`src/rtl/hbi_pkg.sv`:
```
package hbi_pkg;
    typedef enum logic [1:0] {
        ST_IDLE  = 2'd0,
        ST_READ  = 2'd1,
        ST_WRITE = 2'd2
    } acc_state_t;

    localparam int STS_IRQ_BIT  = 0;
    localparam int STS_TX_BIT   = 1;
    localparam int STS_RX_BIT   = 2;
    localparam int CTRL_IRQ_BIT = 1;
endpackage

```
`src/rtl/hbi_sync.sv`:
```
module hbi_sync #(
    parameter int              WIDTH   = 1,
    parameter int              STAGES  = 2,
    parameter logic [WIDTH-1:0] RST_VAL = '0
) (
    input  logic             clk,
    input  logic             rst_n,
    input  logic [WIDTH-1:0] d,
    output logic [WIDTH-1:0] q
);
    logic [WIDTH-1:0] chain [STAGES];

    generate
        for (genvar s = 0; s < STAGES; s++) begin : g_stage
            if (s == 0) begin : g_first
                always_ff @(posedge clk or negedge rst_n) begin
                    if (!rst_n) chain[0] <= RST_VAL;
                    else        chain[0] <= d;
                end
            end else begin : g_next
                always_ff @(posedge clk or negedge rst_n) begin
                    if (!rst_n) chain[s] <= RST_VAL;
                    else        chain[s] <= chain[s-1];
                end
            end
        end
    endgenerate

    assign q = chain[STAGES-1];
endmodule

```
`src/rtl/hbi_strobe_decode.sv`:
```
module hbi_strobe_decode (
    input  logic intel_mode,
    input  logic cs_n,
    input  logic rw_wr,
    input  logic ds_rd,
    output logic rd_act,
    output logic wr_act
);
    always_comb begin
        if (intel_mode) begin
            rd_act = !cs_n && !ds_rd;
            wr_act = !cs_n && !rw_wr && ds_rd;
        end else begin
            rd_act = !cs_n && ds_rd && rw_wr;
            wr_act = !cs_n && ds_rd && !rw_wr;
        end
    end
endmodule

```
`src/rtl/hbi_access_fsm.sv`:
```
module hbi_access_fsm
    import hbi_pkg::*;
#(
    parameter int DW = 4
) (
    input  logic          clk,
    input  logic          rst_n,
    input  logic          rd_act,
    input  logic          wr_act,
    input  logic          rs,
    input  logic [DW-1:0] din,
    output acc_state_t    state,
    output logic          rd_sel,
    output logic          rd_done,
    output logic          wr_commit,
    output logic          wr_sel,
    output logic [DW-1:0] wr_data
);
    acc_state_t    state_q, state_d;
    logic [DW-1:0] hold_data;
    logic          hold_rs;

    always_comb begin
        state_d = state_q;
        unique case (state_q)
            ST_IDLE: begin
                if (rd_act)      state_d = ST_READ;
                else if (wr_act) state_d = ST_WRITE;
            end
            ST_READ:  if (!rd_act) state_d = ST_IDLE;
            ST_WRITE: if (!wr_act) state_d = ST_IDLE;
            default:  state_d = ST_IDLE;
        endcase
    end

    always_ff @(posedge clk or negedge rst_n) begin
        if (!rst_n) state_q <= ST_IDLE;
        else        state_q <= state_d;
    end

    always_ff @(posedge clk or negedge rst_n) begin
        if (!rst_n) begin
            rd_sel    <= 1'b0;
            rd_done   <= 1'b0;
            wr_commit <= 1'b0;
            wr_sel    <= 1'b0;
            wr_data   <= '0;
            hold_data <= '0;
            hold_rs   <= 1'b0;
        end else begin
            rd_done   <= 1'b0;
            wr_commit <= 1'b0;
            unique case (state_q)
                ST_IDLE: begin
                    if (rd_act) rd_sel <= rs;
                    else if (wr_act) begin
                        hold_data <= din;
                        hold_rs   <= rs;
                    end
                end
                ST_READ: if (!rd_act) rd_done <= 1'b1;
                ST_WRITE: begin
                    if (wr_act) begin
                        hold_data <= din;
                        hold_rs   <= rs;
                    end else begin
                        wr_commit <= 1'b1;
                        wr_data   <= hold_data;
                        wr_sel    <= hold_rs;
                    end
                end
                default: ;
            endcase
        end
    end

    assign state = state_q;


    commit_from_write_chk: assert property (@(posedge clk) disable iff (!rst_n)
        wr_commit |-> $past(state_q) == ST_WRITE);

    no_read_to_write_chk: assert property (@(posedge clk) disable iff (!rst_n)
        (state_q == ST_READ) |=> (state_q != ST_WRITE));

    commit_single_chk: assert property (@(posedge clk) disable iff (!rst_n)
        wr_commit |=> !wr_commit);
endmodule

```
`src/rtl/hbi_regfile.sv`:
```
module hbi_regfile
    import hbi_pkg::*;
#(
    parameter int DW = 4
) (
    input  logic          clk,
    input  logic          rst_n,
    input  logic          wr_commit,
    input  logic          wr_sel,
    input  logic [DW-1:0] wr_data,
    input  logic          rd_done,
    input  logic          rd_sel,
    input  logic          rx_valid,
    input  logic [DW-1:0] rx_code,
    input  logic          tx_done,
    output logic [DW-1:0] rd_data,
    output logic          irq_n,
    output logic [DW-1:0] tx_code,
    output logic          tx_load,
    output logic [DW-1:0] ctrl_q
);
    logic [DW-1:0] rx_code_q;
    logic          rx_flag, tx_flag;
    logic          status_clear;
    logic [DW-1:0] status_word;

    assign status_clear = rd_done && rd_sel;

    always_ff @(posedge clk or negedge rst_n) begin
        if (!rst_n) begin
            tx_code <= '0;
            tx_load <= 1'b0;
            ctrl_q  <= '0;
        end else begin
            tx_load <= 1'b0;
            if (wr_commit) begin
                if (wr_sel) ctrl_q <= wr_data;
                else begin
                    tx_code <= wr_data;
                    tx_load <= 1'b1;
                end
            end
        end
    end

    always_ff @(posedge clk or negedge rst_n) begin
        if (!rst_n) begin
            rx_code_q <= '0;
            rx_flag   <= 1'b0;
            tx_flag   <= 1'b0;
            irq_n     <= 1'b1;
        end else begin
            if (rx_valid) rx_code_q <= rx_code;
            if (rx_valid)          rx_flag <= 1'b1;
            else if (status_clear) rx_flag <= 1'b0;
            if (tx_done)           tx_flag <= 1'b1;
            else if (status_clear) tx_flag <= 1'b0;
            irq_n <= !(ctrl_q[CTRL_IRQ_BIT] && (rx_flag || tx_flag));
        end
    end

    always_comb begin
        status_word              = '0;
        status_word[STS_IRQ_BIT] = !irq_n;
        status_word[STS_TX_BIT]  = tx_flag;
        status_word[STS_RX_BIT]  = rx_flag;
        rd_data = rd_sel ? status_word : rx_code_q;
    end


    rx_flag_set_chk: assert property (@(posedge clk) disable iff (!rst_n)
        rx_valid |=> rx_flag);

    flags_clear_chk: assert property (@(posedge clk) disable iff (!rst_n)
        (status_clear && !rx_valid && !tx_done) |=> (!rx_flag && !tx_flag));

    irq_release_chk: assert property (@(posedge clk) disable iff (!rst_n)
        (status_clear && !rx_valid && !tx_done) ##1 (!rx_valid && !tx_done) |=> irq_n);

    tx_load_pulse_chk: assert property (@(posedge clk) disable iff (!rst_n)
        tx_load |=> !tx_load);
endmodule

```
`src/rtl/tone_host_port.sv`:
```
module tone_host_port
    import hbi_pkg::*;
#(
    parameter int DW          = 4,
    parameter int SYNC_STAGES = 2
) (
    input  logic          clk,
    input  logic          rst_n,
    input  logic          intel_mode,
    input  logic          cs_n,
    input  logic          rs,
    input  logic          rw_wr,
    input  logic          ds_rd,
    input  logic [DW-1:0] d_in,
    output logic [DW-1:0] d_out,
    output logic          d_oe,
    output logic          irq_n,
    input  logic          rx_valid,
    input  logic [DW-1:0] rx_code,
    input  logic          tx_done,
    output logic [DW-1:0] tx_code,
    output logic          tx_load,
    output logic [DW-1:0] ctrl_q
);
    localparam int PW = DW + 4;
    localparam logic [PW-1:0] PIN_RST = {1'b1, 1'b0, 1'b1, 1'b0, {DW{1'b0}}};

    logic [PW-1:0] pins_raw, pins_s;
    logic          cs_n_s, rs_s, rw_wr_s, ds_rd_s;
    logic [DW-1:0] din_s;
    logic          rd_act, wr_act;
    acc_state_t    state;
    logic          rd_sel, rd_done, wr_commit, wr_sel;
    logic [DW-1:0] wr_data, rd_data;

    assign pins_raw = {cs_n, rs, rw_wr, ds_rd, d_in};

    hbi_sync #(.WIDTH(PW), .STAGES(SYNC_STAGES), .RST_VAL(PIN_RST)) u_sync (
        .clk(clk), .rst_n(rst_n), .d(pins_raw), .q(pins_s));

    assign {cs_n_s, rs_s, rw_wr_s, ds_rd_s, din_s} = pins_s;

    hbi_strobe_decode u_dec (
        .intel_mode(intel_mode), .cs_n(cs_n_s), .rw_wr(rw_wr_s), .ds_rd(ds_rd_s),
        .rd_act(rd_act), .wr_act(wr_act));

    hbi_access_fsm #(.DW(DW)) u_fsm (
        .clk(clk), .rst_n(rst_n), .rd_act(rd_act), .wr_act(wr_act),
        .rs(rs_s), .din(din_s), .state(state), .rd_sel(rd_sel),
        .rd_done(rd_done), .wr_commit(wr_commit), .wr_sel(wr_sel), .wr_data(wr_data));

    hbi_regfile #(.DW(DW)) u_regs (
        .clk(clk), .rst_n(rst_n), .wr_commit(wr_commit), .wr_sel(wr_sel),
        .wr_data(wr_data), .rd_done(rd_done), .rd_sel(rd_sel),
        .rx_valid(rx_valid), .rx_code(rx_code), .tx_done(tx_done),
        .rd_data(rd_data), .irq_n(irq_n), .tx_code(tx_code),
        .tx_load(tx_load), .ctrl_q(ctrl_q));

    assign d_oe  = (state == ST_READ);
    assign d_out = rd_data;


    oe_needs_read_chk: assert property (@(posedge clk) disable iff (!rst_n)
        d_oe |-> $past(rd_act));

    no_commit_deselected_chk: assert property (@(posedge clk) disable iff (!rst_n)
        wr_commit |-> $past(cs_n_s, 2) == 1'b0);
endmodule

```
`config.mk`:
```
export PLATFORM = sky130hd
export DESIGN_NAME = tone_host_port
export DESIGN_NICKNAME = d
export VERILOG_FILES = /design/src/rtl/hbi_pkg.sv /design/src/rtl/hbi_sync.sv /design/src/rtl/hbi_strobe_decode.sv /design/src/rtl/hbi_access_fsm.sv /design/src/rtl/hbi_regfile.sv /design/src/rtl/tone_host_port.sv
export SDC_FILE = /design/constraint.sdc
export NUM_CORES = 1
export LEC_CHECK = 0
export BUFFER_PORTS_ARGS = -buffer_cell sky130_fd_sc_hd__buf_2
export CORE_MARGIN = 2
export CORE_UTILIZATION = 50
export CTS_BUF_LIST = sky130_fd_sc_hd__clkbuf_8
export DETAILED_ROUTE_END_ITERATION = 8
export HOLD_SLACK_MARGIN = 0.12
export PLACE_DENSITY = 0.76
export SLEW_MARGIN = 20
export SYNTH_ARGS = -nofsm -noshare
export SYNTH_HDL_FRONTEND = slang
export SYNTH_SLANG_ARGS = --single-unit
```
`constraint.sdc`:
```
create_clock -name clk -period 1.55 [get_ports clk]
set_clock_uncertainty 0.05 [all_clocks]
set_input_delay 0.0775 -clock clk [delete_from_list [all_inputs] [get_ports clk]]
set_output_delay 0.0775 -clock clk [all_outputs]
set_load 0.05 [all_outputs]
```
==> flow_summary.ini <==
[synth]
yosys.area.top_type_share = 0.650
netlist_area_um2 = 1620
syn_avg_cell_area_um2 = 17.2
synth_area_leaders = dfrtp_1, mux2_2, dfstp_2
synth.largest_area_cell = dfrtp_1
netlist_instances = 94
ys_seq_elements = 47
syn-num-nets = 111
ys_seq_area_frac = 0.731
synth_cell_types = 16
synth_warnings = 0

[global_route]
overflow = 0
grt_pass1_vias = 917
grt_pass1_wl_um = 4080
grt_max_degree = 29
antenna_found_initial = 0
grt_usage = 0.158

[status]
status = complete, no violations

[sta]
fmax_mhz = 657
setup_violations = 0
hold_viol_final = 0
slew_violations = 0
rsz0062_at_grt = yes
worst_pin_slew_ps = 449
period_needed_ps = 1520
setup_tns_ps = 0
maxSlewHeadroom = 0.701
period_share = 0.982

[cts]
cts.sinks = 47
cts_max_path_buffers = 2
cts_root_buf = clkbuf_8
clk_latency_ps = 290
cts_tree = done
numCtsBuffers = 5
htreeDepth = 2
path_clk_slew_ps = 80

[cells_and_area]
design_area_um2 = 2140
drive_gt1_frac = 0.477
final_common_cell = dfrtp_1
mostFrequentLayoutCells = dfrtp_1, buf_2, mux2_2
layout.nets = 170
area_growth_pct = 32.3
diodes = 0
post-route-util = 0.700

[critical_path]
path_class = register to register
cp-start-kind = register
crit_required_ps = 1670
path_max_fanout = 6
end_kind = register
worstPathArrival_ps = 1640

[floorplan]
std_cell_rows = 20
die_h_um = 60.9
start_util = 0.530
ios = 32
dieArea_um2 = 3700
core-area_um2 = 3050
die_w_um = 60.9

[job]
cap_violations = 0

[pwr]
clkPwrFrac = 0.215
power_uw = 3260
power_frac_comb = 0.293
p_per_area_nw_per_um2 = 1530
switching_share = 0.342
pwr-share-seq = 0.493
irDropWorstVdd_v = 0.000988
internal_power_uw = 2150
p_sw_uw = 1110
power_leakage_uw = 0.000997

[routing]
wire_per_inst_um = 12.6
vias = 917
ant_nets = 0
drc = 0
postRouteWirelength_um = 2480
drt_first_pass_iters = 4
vias_per_cell = 4.65
drtIter0Drc = 9

[place]
dpl_cell_area_um2 = 1850
dp_hpwl_um = 1650
gp_congestion = 0.731
port_buffers = 31

[hold_path]
hp-class = input port to register
cells in the mapped netlist:
cell / number
nand2_1: 3
nor3b_2: 1
o21ai_0: 2
buf_4: 1
mux2_2: 24
dfstp_2: 5
nand3b_1: 1
a21oi_1: 1
nand2b_1: 2
nor2b_1: 5
a2111oi_2: 1
dfrtp_1: 42
inv_1: 2
nor3b_4: 1
a21o_1: 2
mux2i_1: 1
critical path: stages (launching register included):
cell and delay (ps):
dfstp_2 380, nor3b_2 320, nor2b_1 180, buf_4 150
mux2_2 330
final cells by class:
| class | count | area [um^2] |
|---|---|---|
| Sequential cell | 47 | 1180 |
| Tap cell | 44 | 55.1 |
| Inverter | 2 | 7.51 |
| Timing Repair Buffer | 53 | 387 |
| Clock buffer | 6 | 82.6 |
| Clock inverter | 1 | 5.00 |
| Fill cell | 225 | 915 |
| Multi-Input combinational cell | 44 | 419 |
power by group through the flow:
| stage | Sequential (uW) | Clock, uW | Combinational, uW |
|---|---|---|---|
| after floorplan | 1970 | 0 | 327 |
| after detailed placement | 1630 | 0 | 913 |
| after global placement | 1610 | 0 | 899 |
| after CTS | 1610 | 729 | 959 |
| after global routing | 1640 | 773 | 1010 |
| final | 1610 | 700 | 955 |
worst paths after layout:
| path | start | endpoint | slack [ps] | cells after the start |
|---|---|---|---|---|
| worst max-delay path | u_sync.q[5] | u_fsm.hold_data[2] | 30 | 4 |
| worst min-delay path | intel_mode | u_fsm.rd_done | 170 | 4 |
| worst max register to register | u_sync.q[5] | u_fsm.hold_data[2] | 30 | 4 |
| worst min register to register | u_sync.chain[8] | u_sync.q[0] | 300 | 0 |
| max in group asynchronous | rst_n | u_sync.chain[15] | 660 | 3 |
| min in group asynchronous | rst_n | u_regs.rx_code_q[0] | 230 | 2 |
layer usage:
metal	GRT usage	routed length (um)
met5	0	0
met4	0.0839	25
met2	0.272	1350
met3	0.0469	92
met1	0.177	1020
kinds of logic after synthesis:
logic type / synth area share
flip-flops: 0.731
AO/OA/AOI/OAI: 0.0279
AND/OR/NAND/NOR: 0.0580
buffers and inverters: 0.00929
multiplexers: 0.173
through the flow:
stage / hold WS, ps / cells / worst slack [ps]
finish: 171 / 197 / 27.3
global placement: -11.6 / 170 / 87.1
CTS: 163 / 196 / 8.40
floorplan: -268 / 94 / 50.2
detailed placement: -4.91 / 170 / 21.8
global route: 194 / 197 / -48.7
state kept, by name, summed over array words and instances (netlist names):
register / flops
u_sync.chain: 8
u_sync.q: 8
u_fsm.hold_data: 4
u_fsm.wr_data: 4
u_regs.ctrl_q: 4
u_regs.rx_code_q: 4
u_regs.tx_code: 4
u_fsm.state: 2
u_fsm.hold_rs: 1
u_fsm.rd_done: 1
u_fsm.rd_sel: 1
u_fsm.wr_commit: 1
u_fsm.wr_sel: 1
u_regs.irq_n: 1
u_regs.rx_flag: 1
u_regs.tx_flag: 1
u_regs.tx_load: 1
what timing repair did:
| item | CTS | global route |
|---|---|---|
| setup buffers | 0 | 1 |
| hold buffers | 19 | 0 |
| gates resized for setup | 0 | 2 |
| hold endpoints to repair | 57 | 0 |
| endpoints found under the setup margin | 0 | 9 |
Power figures use the tool's default switching activity.
